File: config.mk
export PLATFORM = sky130hd
export DESIGN_NAME = rtc_cal_engine
export DESIGN_NICKNAME = d
export VERILOG_FILES = /design/src/rtl/rtc_cal_pkg.sv /design/src/rtl/rtc_cal_ctrl.sv /design/src/rtl/rtc_cal_step.sv /design/src/rtl/rtc_cal_dp.sv /design/src/rtl/rtc_cal_engine.sv
export SDC_FILE = /design/constraint.sdc
export NUM_CORES = 1
export LEC_CHECK = 0
export ABC_AREA = 1
export BUFFER_PORTS_ARGS = -buffer_cell sky130_fd_sc_hd__buf_4
export CAP_MARGIN = 20
export CORE_ASPECT_RATIO = 0.7
export CORE_MARGIN = 5
export CORE_UTILIZATION = 45
export CTS_CLUSTER_SIZE = 20
export DETAILED_ROUTE_END_ITERATION = 10
export PLACE_DENSITY = 0.62
export SLEW_MARGIN = 0
export SYNTH_ARGS = -nofsm -noshare
export SYNTH_HDL_FRONTEND = slang
export SYNTH_SLANG_ARGS = --single-unit
File: constraint.sdc
create_clock -name clk -period 5.9 [get_ports clk]
set_clock_uncertainty 0.15 [all_clocks]
set_input_delay 0.885 -clock clk [delete_from_list [all_inputs] [get_ports clk]]
set_output_delay 0.885 -clock clk [all_outputs]
set_load 0.02 [all_outputs]
File: src/rtl/rtc_cal_pkg.sv
package rtc_cal_pkg;

  localparam int NUM_BYTES  = 10;
  localparam int TIME_SLOTS = 7;

  typedef enum logic [1:0] {ST_IDLE, ST_WAIT, ST_STEP, ST_XFER} calState_t;

  typedef struct packed {
    logic advance;
    logic transfer;
    logic loadDirty;
  } calStrobe_t;

  // Host address of time slot k: 0,2,4 then 6,7,8,9
  function automatic int addrOf(input int k);
    return (k < 3) ? 2 * k : k + 3;
  endfunction

  function automatic logic isTime(input int a);
    return (a < 6) ? (a % 2 == 0) : (a <= 9);
  endfunction

  function automatic int slotOf(input int a);
    return (a < 6) ? a / 2 : a - 3;
  endfunction

  function automatic logic [7:0] toBin(input logic [7:0] v, input logic binMode);
    return binMode ? v : (8'(v[7:4]) * 8'd10 + 8'(v[3:0]));
  endfunction

  function automatic logic [7:0] toFmt(input logic [7:0] n, input logic binMode);
    return binMode ? n : {4'(n / 8'd10), 4'(n % 8'd10)};
  endfunction

endpackage

File: src/rtl/rtc_cal_ctrl.sv
module rtc_cal_ctrl
  import rtc_cal_pkg::*;
#(
  parameter int PRE_CYCLES = 8
) (
  input  logic       clk,
  input  logic       rstN,
  input  logic       tickIn,
  input  logic       inhibit,
  output calStrobe_t stb,
  output logic       busyOut,
  output logic       uipOut,
  output logic       doneOut
);

  localparam int CNT_W = $clog2(PRE_CYCLES + 1);

  calState_t  state;
  logic [CNT_W-1:0] waitCnt;
  logic       inhibitQ;

  always_ff @(posedge clk or negedge rstN) begin
    if (!rstN) begin
      state    <= ST_IDLE;
      waitCnt  <= '0;
      inhibitQ <= 1'b0;
    end else begin
      inhibitQ <= inhibit;
      case (state)
        ST_IDLE: if (tickIn) begin
          state   <= ST_WAIT;
          waitCnt <= '0;
        end
        ST_WAIT: begin
          waitCnt <= waitCnt + 1'b1;
          if (waitCnt == CNT_W'(PRE_CYCLES - 1)) state <= ST_STEP;
        end
        ST_STEP: state <= ST_XFER;
        default: state <= ST_IDLE;
      endcase
    end
  end

  always_comb begin
    stb.advance   = (state == ST_STEP);
    stb.transfer  = (state == ST_XFER) && !inhibit;
    stb.loadDirty = inhibitQ && !inhibit;
  end

  assign busyOut = (state != ST_IDLE);
  assign uipOut  = busyOut && !inhibit;
  assign doneOut = (state == ST_XFER);


  done_single_chk: assert property (@(posedge clk) disable iff (!rstN)
    doneOut |=> !doneOut);


  adv_then_done_chk: assert property (@(posedge clk) disable iff (!rstN)
    stb.advance |=> doneOut);


  tick_start_chk: assert property (@(posedge clk) disable iff (!rstN)
    (tickIn && !busyOut) |=> (busyOut && !doneOut));

endmodule

File: src/rtl/rtc_cal_step.sv
module rtc_cal_step
  import rtc_cal_pkg::*;
(
  input  logic [TIME_SLOTS-1:0][7:0] curB,
  input  logic                       binMode,
  input  logic                       hour24,
  input  logic                       dstEn,
  input  logic                       fellBack,
  output logic [TIME_SLOTS-1:0][7:0] nextB,
  output logic                       setFall,
  output logic                       dayRoll
);

  logic [7:0] s, m, h, dw, dm, mo, yr, h12, dim;
  logic [7:0] ns, nm, nh, ndw, ndm, nmo, nyr, h12n, fmtH;
  logic carryS, carryM, monRoll, yrRoll, at159, spring, pm;

  always_comb begin
    s  = toBin(curB[0], binMode);
    m  = toBin(curB[1], binMode);
    dw = toBin(curB[3], binMode);
    dm = toBin(curB[4], binMode);
    mo = toBin(curB[5], binMode);
    yr = toBin(curB[6], binMode);
    h12 = toBin({1'b0, curB[2][6:0]}, binMode);
    if (hour24) h = toBin(curB[2], binMode);
    else begin
      h = (h12 == 8'd12) ? 8'd0 : h12;
      if (curB[2][7]) h = h + 8'd12;
    end

    case (mo)
      8'd2:                      dim = (yr[1:0] == 2'd0) ? 8'd29 : 8'd28;
      8'd4, 8'd6, 8'd9, 8'd11:   dim = 8'd30;
      default:                   dim = 8'd31;
    endcase

    carryS  = (s >= 8'd59);
    carryM  = carryS && (m >= 8'd59);
    dayRoll = carryM && (h >= 8'd23);
    ns  = carryS ? 8'd0 : s + 8'd1;
    nm  = carryS ? (carryM ? 8'd0 : m + 8'd1) : m;
    nh  = carryM ? (dayRoll ? 8'd0 : h + 8'd1) : h;
    ndw = dayRoll ? ((dw >= 8'd7) ? 8'd1 : dw + 8'd1) : dw;
    monRoll = dayRoll && (dm >= dim);
    ndm = dayRoll ? (monRoll ? 8'd1 : dm + 8'd1) : dm;
    yrRoll = monRoll && (mo >= 8'd12);
    nmo = monRoll ? (yrRoll ? 8'd1 : mo + 8'd1) : mo;
    nyr = yrRoll ? ((yr >= 8'd99) ? 8'd0 : yr + 8'd1) : yr;

    at159   = (h == 8'd1) && carryM;
    spring  = dstEn && at159 && (mo == 8'd4) && (dw == 8'd1) && (dm <= 8'd7);
    setFall = dstEn && at159 && (mo == 8'd10) && (dw == 8'd1) &&
              (dm >= 8'd25) && !fellBack;
    if (spring)       nh = 8'd3;
    else if (setFall) nh = 8'd1;

    pm   = (nh >= 8'd12);
    h12n = pm ? nh - 8'd12 : nh;
    if (h12n == 8'd0) h12n = 8'd12;
    fmtH = toFmt(h12n, binMode);

    nextB[0] = toFmt(ns, binMode);
    nextB[1] = toFmt(nm, binMode);
    nextB[2] = hour24 ? toFmt(nh, binMode) : {pm, fmtH[6:0]};
    nextB[3] = toFmt(ndw, binMode);
    nextB[4] = toFmt(ndm, binMode);
    nextB[5] = toFmt(nmo, binMode);
    nextB[6] = toFmt(nyr, binMode);
  end

endmodule

File: src/rtl/rtc_cal_dp.sv
module rtc_cal_dp
  import rtc_cal_pkg::*;
(
  input  logic                   clk,
  input  logic                   rstN,
  input  calStrobe_t             stb,
  input  logic                   wrEn,
  input  logic [3:0]             wrAddr,
  input  logic [7:0]             wrData,
  input  logic                   inhibit,
  input  logic                   binMode,
  input  logic                   hour24,
  input  logic                   dstEn,
  output logic [NUM_BYTES*8-1:0] userFlat
);

  logic [TIME_SLOTS-1:0][7:0] intR, nextB;
  logic [TIME_SLOTS-1:0]      dirty;
  logic [NUM_BYTES-1:0][7:0]  userR;
  logic fellBack, setFall, dayRoll;

  rtc_cal_step u_step (
    .curB(intR), .binMode(binMode), .hour24(hour24), .dstEn(dstEn),
    .fellBack(fellBack), .nextB(nextB), .setFall(setFall), .dayRoll(dayRoll)
  );

  always_ff @(posedge clk or negedge rstN) begin
    if (!rstN) begin
      intR  <= '0;
      dirty <= '0;
    end else begin
      for (int k = 0; k < TIME_SLOTS; k++) begin
        if (wrEn && wrAddr == 4'(addrOf(k))) begin
          if (inhibit) dirty[k] <= 1'b1;
          else         intR[k]  <= wrData;
        end else if (stb.loadDirty && dirty[k]) begin
          intR[k]  <= userR[addrOf(k)];
          dirty[k] <= 1'b0;
        end else if (stb.advance) begin
          intR[k] <= nextB[k];
        end
      end
    end
  end

  always_ff @(posedge clk or negedge rstN) begin
    if (!rstN) fellBack <= 1'b0;
    else if (stb.advance) begin
      if (setFall)      fellBack <= 1'b1;
      else if (dayRoll) fellBack <= 1'b0;
    end
  end

  always_ff @(posedge clk or negedge rstN) begin
    if (!rstN) userR <= '0;
    else begin
      for (int i = 0; i < NUM_BYTES; i++) begin
        if (wrEn && wrAddr == 4'(i))           userR[i] <= wrData;
        else if (stb.transfer && isTime(i))    userR[i] <= intR[slotOf(i)];
      end
    end
  end

  for (genvar g = 0; g < NUM_BYTES; g++) begin : g_out
    assign userFlat[8*g +: 8] = userR[g];
  end


  user_frozen_chk: assert property (@(posedge clk) disable iff (!rstN)
    (inhibit && !wrEn) |=> $stable(userR));


  alarm_hold_chk: assert property (@(posedge clk) disable iff (!rstN)
    !wrEn |=> $stable({userR[1], userR[3], userR[5]}));


  fall_once_chk: assert property (@(posedge clk) disable iff (!rstN)
    (fellBack && stb.advance && !dayRoll) |=> fellBack);

endmodule

File: src/rtl/rtc_cal_engine.sv
module rtc_cal_engine
  import rtc_cal_pkg::*;
#(
  parameter int PRE_CYCLES = 8
) (
  input  logic        clk,
  input  logic        rstN,
  input  logic        tickIn,
  input  logic        wrEn,
  input  logic [3:0]  wrAddr,
  input  logic [7:0]  wrData,
  input  logic        inhibit,
  input  logic        binMode,
  input  logic        hour24,
  input  logic        dstEn,
  output logic [79:0] userBytes,
  output logic        updInProg,
  output logic        updDone
);

  calStrobe_t stb;
  logic busy;

  rtc_cal_ctrl #(.PRE_CYCLES(PRE_CYCLES)) u_ctrl (
    .clk(clk), .rstN(rstN), .tickIn(tickIn), .inhibit(inhibit),
    .stb(stb), .busyOut(busy), .uipOut(updInProg), .doneOut(updDone)
  );

  rtc_cal_dp u_dp (
    .clk(clk), .rstN(rstN), .stb(stb), .wrEn(wrEn), .wrAddr(wrAddr),
    .wrData(wrData), .inhibit(inhibit), .binMode(binMode), .hour24(hour24),
    .dstEn(dstEn), .userFlat(userBytes)
  );


  busy_covers_uip_chk: assert property (@(posedge clk) disable iff (!rstN)
    $rose(updInProg) |-> busy);

endmodule

**After elaboration in Yosys (flattened, before gate mapping)**

Cells that the tools add are included.

- Add/subtract/negate cells: 18
- $mul: 8
- Divide/modulo/power cells: 16
- Magnitude comparators: 10
- Equal/unequal tests: 38
- Shift-type cells: 0
- Mux-type cells: 97
- Bitwise logic cells: 0
- Reductions and logical operators: 81

Operators with widths:

| cell | count |
|---|---|
| 8-bit two-way mux | 72 |
| 8-bit by 4-bit divider with 8-bit output, second input constant | 8 |
| 8-bit by 4-bit remainder unit with 8-bit output, second input constant | 8 |
| 8-bit by 1-bit adder with 8-bit output, second input constant | 7 |
| 8-bit by 4-bit adder with 8-bit output | 7 |
| 4-bit by 3-bit multiplier with 7-bit output, second input constant | 7 |
| 2-bit AND reduction | 17 |
| 2-bit nonzero test | 17 |
| 1-bit logical AND | 33 |
| 8-bit by 4-bit equality test with 1-bit output, second input constant | 4 |
| 2-bit inequality test, second input constant | 15 |
| 3-bit nonzero test | 7 |
| 4-bit by 3-bit equality test with 1-bit output, second input constant | 5 |
| 1-bit two-way mux | 18 |
| 8-bit by 1-bit equality test with 1-bit output, second input constant | 2 |
| 8-bit by 3-bit equality test with 1-bit output, second input constant | 2 |
| 8-bit by 4-bit greater-or-equal comparator with 1-bit output, second input constant | 2 |
| 8-bit by 5-bit greater-or-equal comparator with 1-bit output, second input constant | 2 |
| 8-bit by 6-bit greater-or-equal comparator with 1-bit output, second input constant | 2 |
| 7-bit by 4-bit adder with 8-bit output | 1 |
| 8-bit by 4-bit adder with 8-bit output, second input constant | 1 |
| 4-bit by 2-bit equality test with 1-bit output, second input constant | 2 |
| 4-bit equality test, second input constant | 2 |
| 8-bit by 2-bit equality test with 1-bit output, second input constant | 1 |
| 22 further kinds | 26 |

- Flip-flop bits (word level): 151
- Bits in latches: 0
- RAM bits: 0
- Bits in read-only memories: 0
- Output and inout port bits: 82
- Logic and storage cells: 296
- Memories kept: 0

**Depth between registers and ports, before layout**

- Word-level depth: 27
- Depth in mapped cells: 64
- Depth with buffers taken out: 64

**Cells and area by module**

A second synthesis with hierarchy kept.

- Cell total of the unflattened synthesis: 2482
- Area, all modules: 15842.7 um2

By module, submodules not included:

| module | instances | cells each | area an instance (um2) | sequential area each (um2) |
|---|---|---|---|---|
| rtc_cal_step | 1 | 1393 | 7746.2 | 0.0 |
| rtc_cal_dp | 1 | 1032 | 7648.6 | 3603.5 |
| rtc_cal_ctrl | 1 | 57 | 447.9 | 175.2 |

**Worst setup path before layout**

Ideal clock, no wire load.

- Kind: in2reg
- Start: in binMode
- End: reg u_dp.intR[19] (netlist name)
- Library setup time: 0.077 ns
- Arrival: 6.157 ns
- Required time: 5.673 ns
- Setup slack: -0.484 ns
- Cell stages on the path: 51
- Cell sequence: buf_6 buf_6 buf_4 buf_4 clkbuf_1 nand2_1 nand2_1 ha_1 nor2_1 clkinv_1 nand4_1 nand2_2 nand2_4 inv_4 buf_6 nand4_1 xor2_1 nor2_4 (+15 left out) nand2_1 inv_1 ha_1 nand2_1 inv_1 nand2_1 nand3_4 nand2_1 nand2_1 inv_1 ha_1 xnor2_1 nand2_1 nand3_1 nand2_1 nand2_1 nand2_1 a21oi_1

- Word-level cells in the longest chain between the ends: 25

Ends and longest elaborated chain:

| what | RTL line | text |
|---|---|---|
| start: declaration | rtc_cal_engine.sv:13 | `input logic binMode,` |
| branches (longest 21 deep; another with 8-bit by 4-bit adder with 8-bit output) | -- |  |
| 8-bit two-way mux (*) | rtc_cal_step.sv:65 | `nextB[2] = hour24 ? toFmt(nh, binMode) : {pm, fmtH[6:0]};` |
| 8-bit two-way mux (*) | rtc_cal_dp.sv:39 | `end else if (stb.advance) begin` |
| 8-bit two-way mux (*) | rtc_cal_dp.sv:36 | `end else if (stb.loadDirty && dirty[k]) begin` |
| 8-bit two-way mux (*) | rtc_cal_dp.sv:33 | `if (wrEn && wrAddr == 4'(addrOf(k))) begin` |
| end signal: indexed assignment | rtc_cal_dp.sv:35 | `else intR[k] <= wrData;` |
| end signal: indexed assignment | rtc_cal_dp.sv:37 | `intR[k] <= userR[addrOf(k)];` |
| end signal: indexed assignment | rtc_cal_dp.sv:40 | `intR[k] <= nextB[k];` |
| end: declaration | rtc_cal_dp.sv:17 | `logic [TIME_SLOTS-1:0][7:0] intR, nextB;` |

Mark *: on every way between the ends. The select of a mux whose other input is x is not followed.
A chain may end at the register's enable or synchronous reset.

**Worst setup path after layout**

- Start: reg u_dp.intR[45] (netlist name)
- End: reg u_dp.intR[35] (netlist name)

- Word-level cells in the longest chain between the ends: 15

Ends and longest elaborated chain:

| what | RTL line | text |
|---|---|---|
| 4-bit by 3-bit multiplier with 7-bit output | rtc_cal_pkg.sv:28 | `return binMode ? v : (8'(v[7:4]) * 8'd10 + 8'(v[3:0]));` |
| 8-bit by 4-bit adder with 8-bit output | rtc_cal_pkg.sv:28 |  |
| 8-bit two-way mux (*) | rtc_cal_pkg.sv:28 |  |
| 8-bit by 3-bit equality test with 1-bit output or 8-bit by 4-bit equality test with 1-bit output (tied branches) | rtc_cal_step.sv:32 | `case (mo)` |
| 4-bit OR reduction | rtc_cal_step.sv:32 |  |
| 2-bit case mux with 2 select lines (*) | rtc_cal_step.sv:32 |  |
| 8-bit greater-or-equal comparator (*) | rtc_cal_step.sv:45 | `monRoll = dayRoll && (dm >= dim);` |
| 1-bit logical AND (*) | rtc_cal_step.sv:45 |  |
| 8-bit two-way mux (*) (2 in a row) | rtc_cal_step.sv:46 | `ndm = dayRoll ? (monRoll ? 8'd1 : dm + 8'd1) : dm;` |
| 8-bit by 4-bit remainder unit with 8-bit output | rtc_cal_pkg.sv:32 | `return binMode ? n : {4'(n / 8'd10), 4'(n % 8'd10)};` |
| 8-bit two-way mux (*) | rtc_cal_pkg.sv:32 |  |
| 8-bit two-way mux (*) | rtc_cal_dp.sv:39 |  |
| 8-bit two-way mux (*) | rtc_cal_dp.sv:36 |  |
| 8-bit two-way mux (*) | rtc_cal_dp.sv:33 |  |

Mark *: on every way between the ends. The rest lies on a longest branch, timed or not. The select of a mux whose other input is x is not followed.

==> flow_metrics.py <==
metrics = {
    "logic_synthesis": {
        "synthArstFlopShare_pct": 100,
        "syn_nets": 2366,
        "synth.avg_cell_area_um2": 6.56,
        "yosys-top-cells-area": "dfrtp_1 (26%), nand2_1 (14%), ha_1 (7.6%), nand3_1 (7.0%), inv_1 (6.9%)",
        "synth_top_area_share_pct": 25.7,
        "synthFlopType": "dfrtp_1",
        "synth_top_cell_by_area": "dfrtp_1",
        "synth_cell_type_count": 67,
        "yosys-top-cells-count": "nand2_1 (541), inv_1 (270), nand3_1 (207), nor2_1 (198), o21ai_0 (156)",
        "yosysSeqAreaShare_pct": 25.7,
        "synth_edf_count": 0,
        "synth_area_um2": 14700,
        "ys_ff_latch": 151,
        "ys_warn_count": 0,
        "syn_inst": 2243,
        "post-synth-top-count-cell": "nand2_1",
    },
    "placed_design": {
        "numPortBuffers": 101,
        "hpwl_mm": 38.3,
        "gp_congestion": 0.957,
    },
    "setup_path": {
        "startpoint": "u_dp.intR[45]",
        "setup.worst_path.start_class": "flip-flop",
        "end_kind": "flip-flop",
        "crit_path_max_incr_delay_ns": 0.57,
        "cp_max_fo": 4,
        "crit_path_top_delay_cell": "fa_2",
        "required_ns": 6.11,
        "r2r-end": "u_dp.intR[35]",
        "ff2ff_path_depth": 50,
        "path_class": "reg2reg",
        "ff2ff_setup_slack_ns": -0.71,
        "rr_startpoint": "u_dp.intR[45]",
        "cpMostUsedCell": "nand2_2",
        "crit_arrival_ns": 6.82,
    },
    "drt": {
        "num_vias": 17100,
        "drt_first_pass_iters": 5,
        "routedWlPerCell_um": 17.2,
        "drtIter0Drc": 1489,
        "viasPerCell": 5.45,
        "drt-total-wl_mm": 54.0,
        "antenna_left": 0,
        "drc_errors": 0,
    },
    "finish": {
        "seq_area_um2": 3780,
        "drive_gt1_share_pct": 34.7,
        "antenna_cells": 0,
        "n_fill_cell": 2753,
        "multi_input_area_um2": 10900,
        "finalNetCount": 2816,
        "area_delta_synth_final_pct": 41.9,
    },
    "clock_tree": {
        "cts_buffers": 17,
        "cts_hold_buf": 0,
        "clk_latency_ns": 0.45,
        "clockRootBuffer": "clkbuf_16",
        "numClockSinks": 151,
        "cts.reportedPaths.clkPinSlew_ns": 0.09,
        "cts_htree_levels": 4,
        "cts_buffer_depth": 2,
        "cts_tree": "built",
    },
    "sta": {
        "setup_viol": 24,
        "period_share_pct": 112,
        "final.setup.tns_ns": -11.59,
        "worstMarginPinSlew_ns": 0.985,
        "setup_ws_ns": -0.708,
        "finalHoldViolCount": 0,
        "min_period_ns": 6.61,
        "fmax_mhz": 151,
        "relSlewSlack_pct": 34.1,
        "slew_violations": 0,
        "rsz0062_at_grt": "yes",
    },
    "die": {
        "die_area_um2": 36500,
        "coreArea_um2": 32300,
        "start_util_pct": 45.6,
        "fp-row-count": 55,
        "dieWidth_um": 226,
        "ios": 102,
        "die_h_um": 161,
    },
    "hold_path": {
        "hold_path.class": "in2async",
    },
    "run_status": {
        "status": "finished, violations left",
        "violations": "negative setup slack",
    },
    "global_route": {
        "grt_pass1_vias": 16300,
        "grt_use_total_pct": 28.3,
        "antenna_found_initial": 0,
        "grt_overflow": 0,
        "grt_pass1_wl_mm": 84.5,
        "grt_max_degree": 53,
    },
    "flow_run": {
        "max-cap-violations": 0,
    },
}
-- placed cells by master, fill, tap and decap left out, types with 20 or more instances in the layout --
cell      synthesis  final
buf_4             2    483
nand2_1         541    427
inv_1           270    244
nor2_1          198    181
nand3_1         207    175
dfrtp_1         151    149
o21ai_0         156    135
a21oi_1         155    134
nand2_2          40    116
ha_1             89     67
o211ai_1         48     48
nand2_4           6     43
inv_2            21     42
nand3_2          10     32
xor2_1           36     26
o21ai_1          23     24
a21oi_2           7     24
buf_6             7     22
nand4_1          20     20
-- final cells by class --
type	instances	area share (%)
Clock buffer	17	2.04
Clock inverter	15	0.952
Inverter	303	5.56
Multi-Input combinational cell	1713	52.1
Sequential cell	151	18.1
Tap cell	427	2.56
Timing Repair Buffer	507	18.7
-- kinds of logic (layout without fill, tap and decap cells) --
family                     count (synthesis)  in the layout  share of synthesized area, %
adders and majority gates                103            103                          9.47
buffers and inverters                    379            842                          10.3
AOI/OAI and AO/OA                        465            465                          18.3
and+or+nand+nor                         1090           1090                          32.9
muxes                                      3              3                         0.204
DFF                                      151            151                          25.7
xor gates and xnor gates                  52             52                          3.20
-- timing repair --
| item | CTS | global route |
|---|---|---|
| setup buffers | 69 | 41 |
| endpoints found under the setup margin | 23 | 34 |
| pin swaps | 76 | 157 |
| cloned | 0 | 0 |
| resized for setup | 109 | 262 |
-- through the flow --
stage | utilization [%] | cell area, um2 | cells | hold WS, ns | setup WS, ns
finish | 64.7 | 20900 | 3133 | 0.198 | -0.708
floorplan | - | 14900 | 2243 | 0.316 | -0.156
CTS | 60.8 | 19600 | 3100 | 0.228 | -0.507
detailed placement | 56.2 | 18200 | 3001 | 0.324 | -0.709
global route | 64.7 | 20900 | 3133 | 0.250 | -1.15
global placement | 56.2 | 18200 | 3001 | 0.320 | -0.479
-- sequential cells by signal (all words and copies together), names as in the netlist --
| signal | flops |
|---|---|
| u_dp.userFlat | 80 |
| u_dp.intR | 56 |
| u_dp.dirty | 7 |
| u_ctrl.waitCnt | 4 |
| u_ctrl.state | 2 |
| u_ctrl.inhibitQ | 1 |
| u_dp.fellBack | 1 |
-- worst max path at each step --
stage,slack (ns),depth (start not counted),endpoint
4_1_cts,-0.51,52,u_dp.intR[43]
6_report,-0.71,50,u_dp.intR[35]
5_1_grt,-1.15,51,u_dp.intR[51]
3_3_place_gp,-0.48,48,u_dp.intR[35]
3_5_place_dp,-0.71,57,u_dp.intR[19]
2_1_floorplan,-0.16,53,u_dp.intR[19]
-- layer usage --
metal  wire [um]  track usage, %
met5           0               0
met4        1800            9.05
met3        4160            6.18
met2       24400            44.8
met1       23600            38.7
-- worst max-delay path: cells and delay by family (launching register included) --
family | cells | cell delay [ns]
AOI/OAI and AO/OA | 7 | 0.84
xor gates and xnor gates | 3 | 0.43
adders and majority gates | 5 | 1.50
buffers and inverters | 10 | 0.90
DFF | 1 | 0.39
and+or+nand+nor | 25 | 2.30
Power is not shown: default switching activity piles up to over one toggle a cycle in this logic, so the estimate is an artifact.
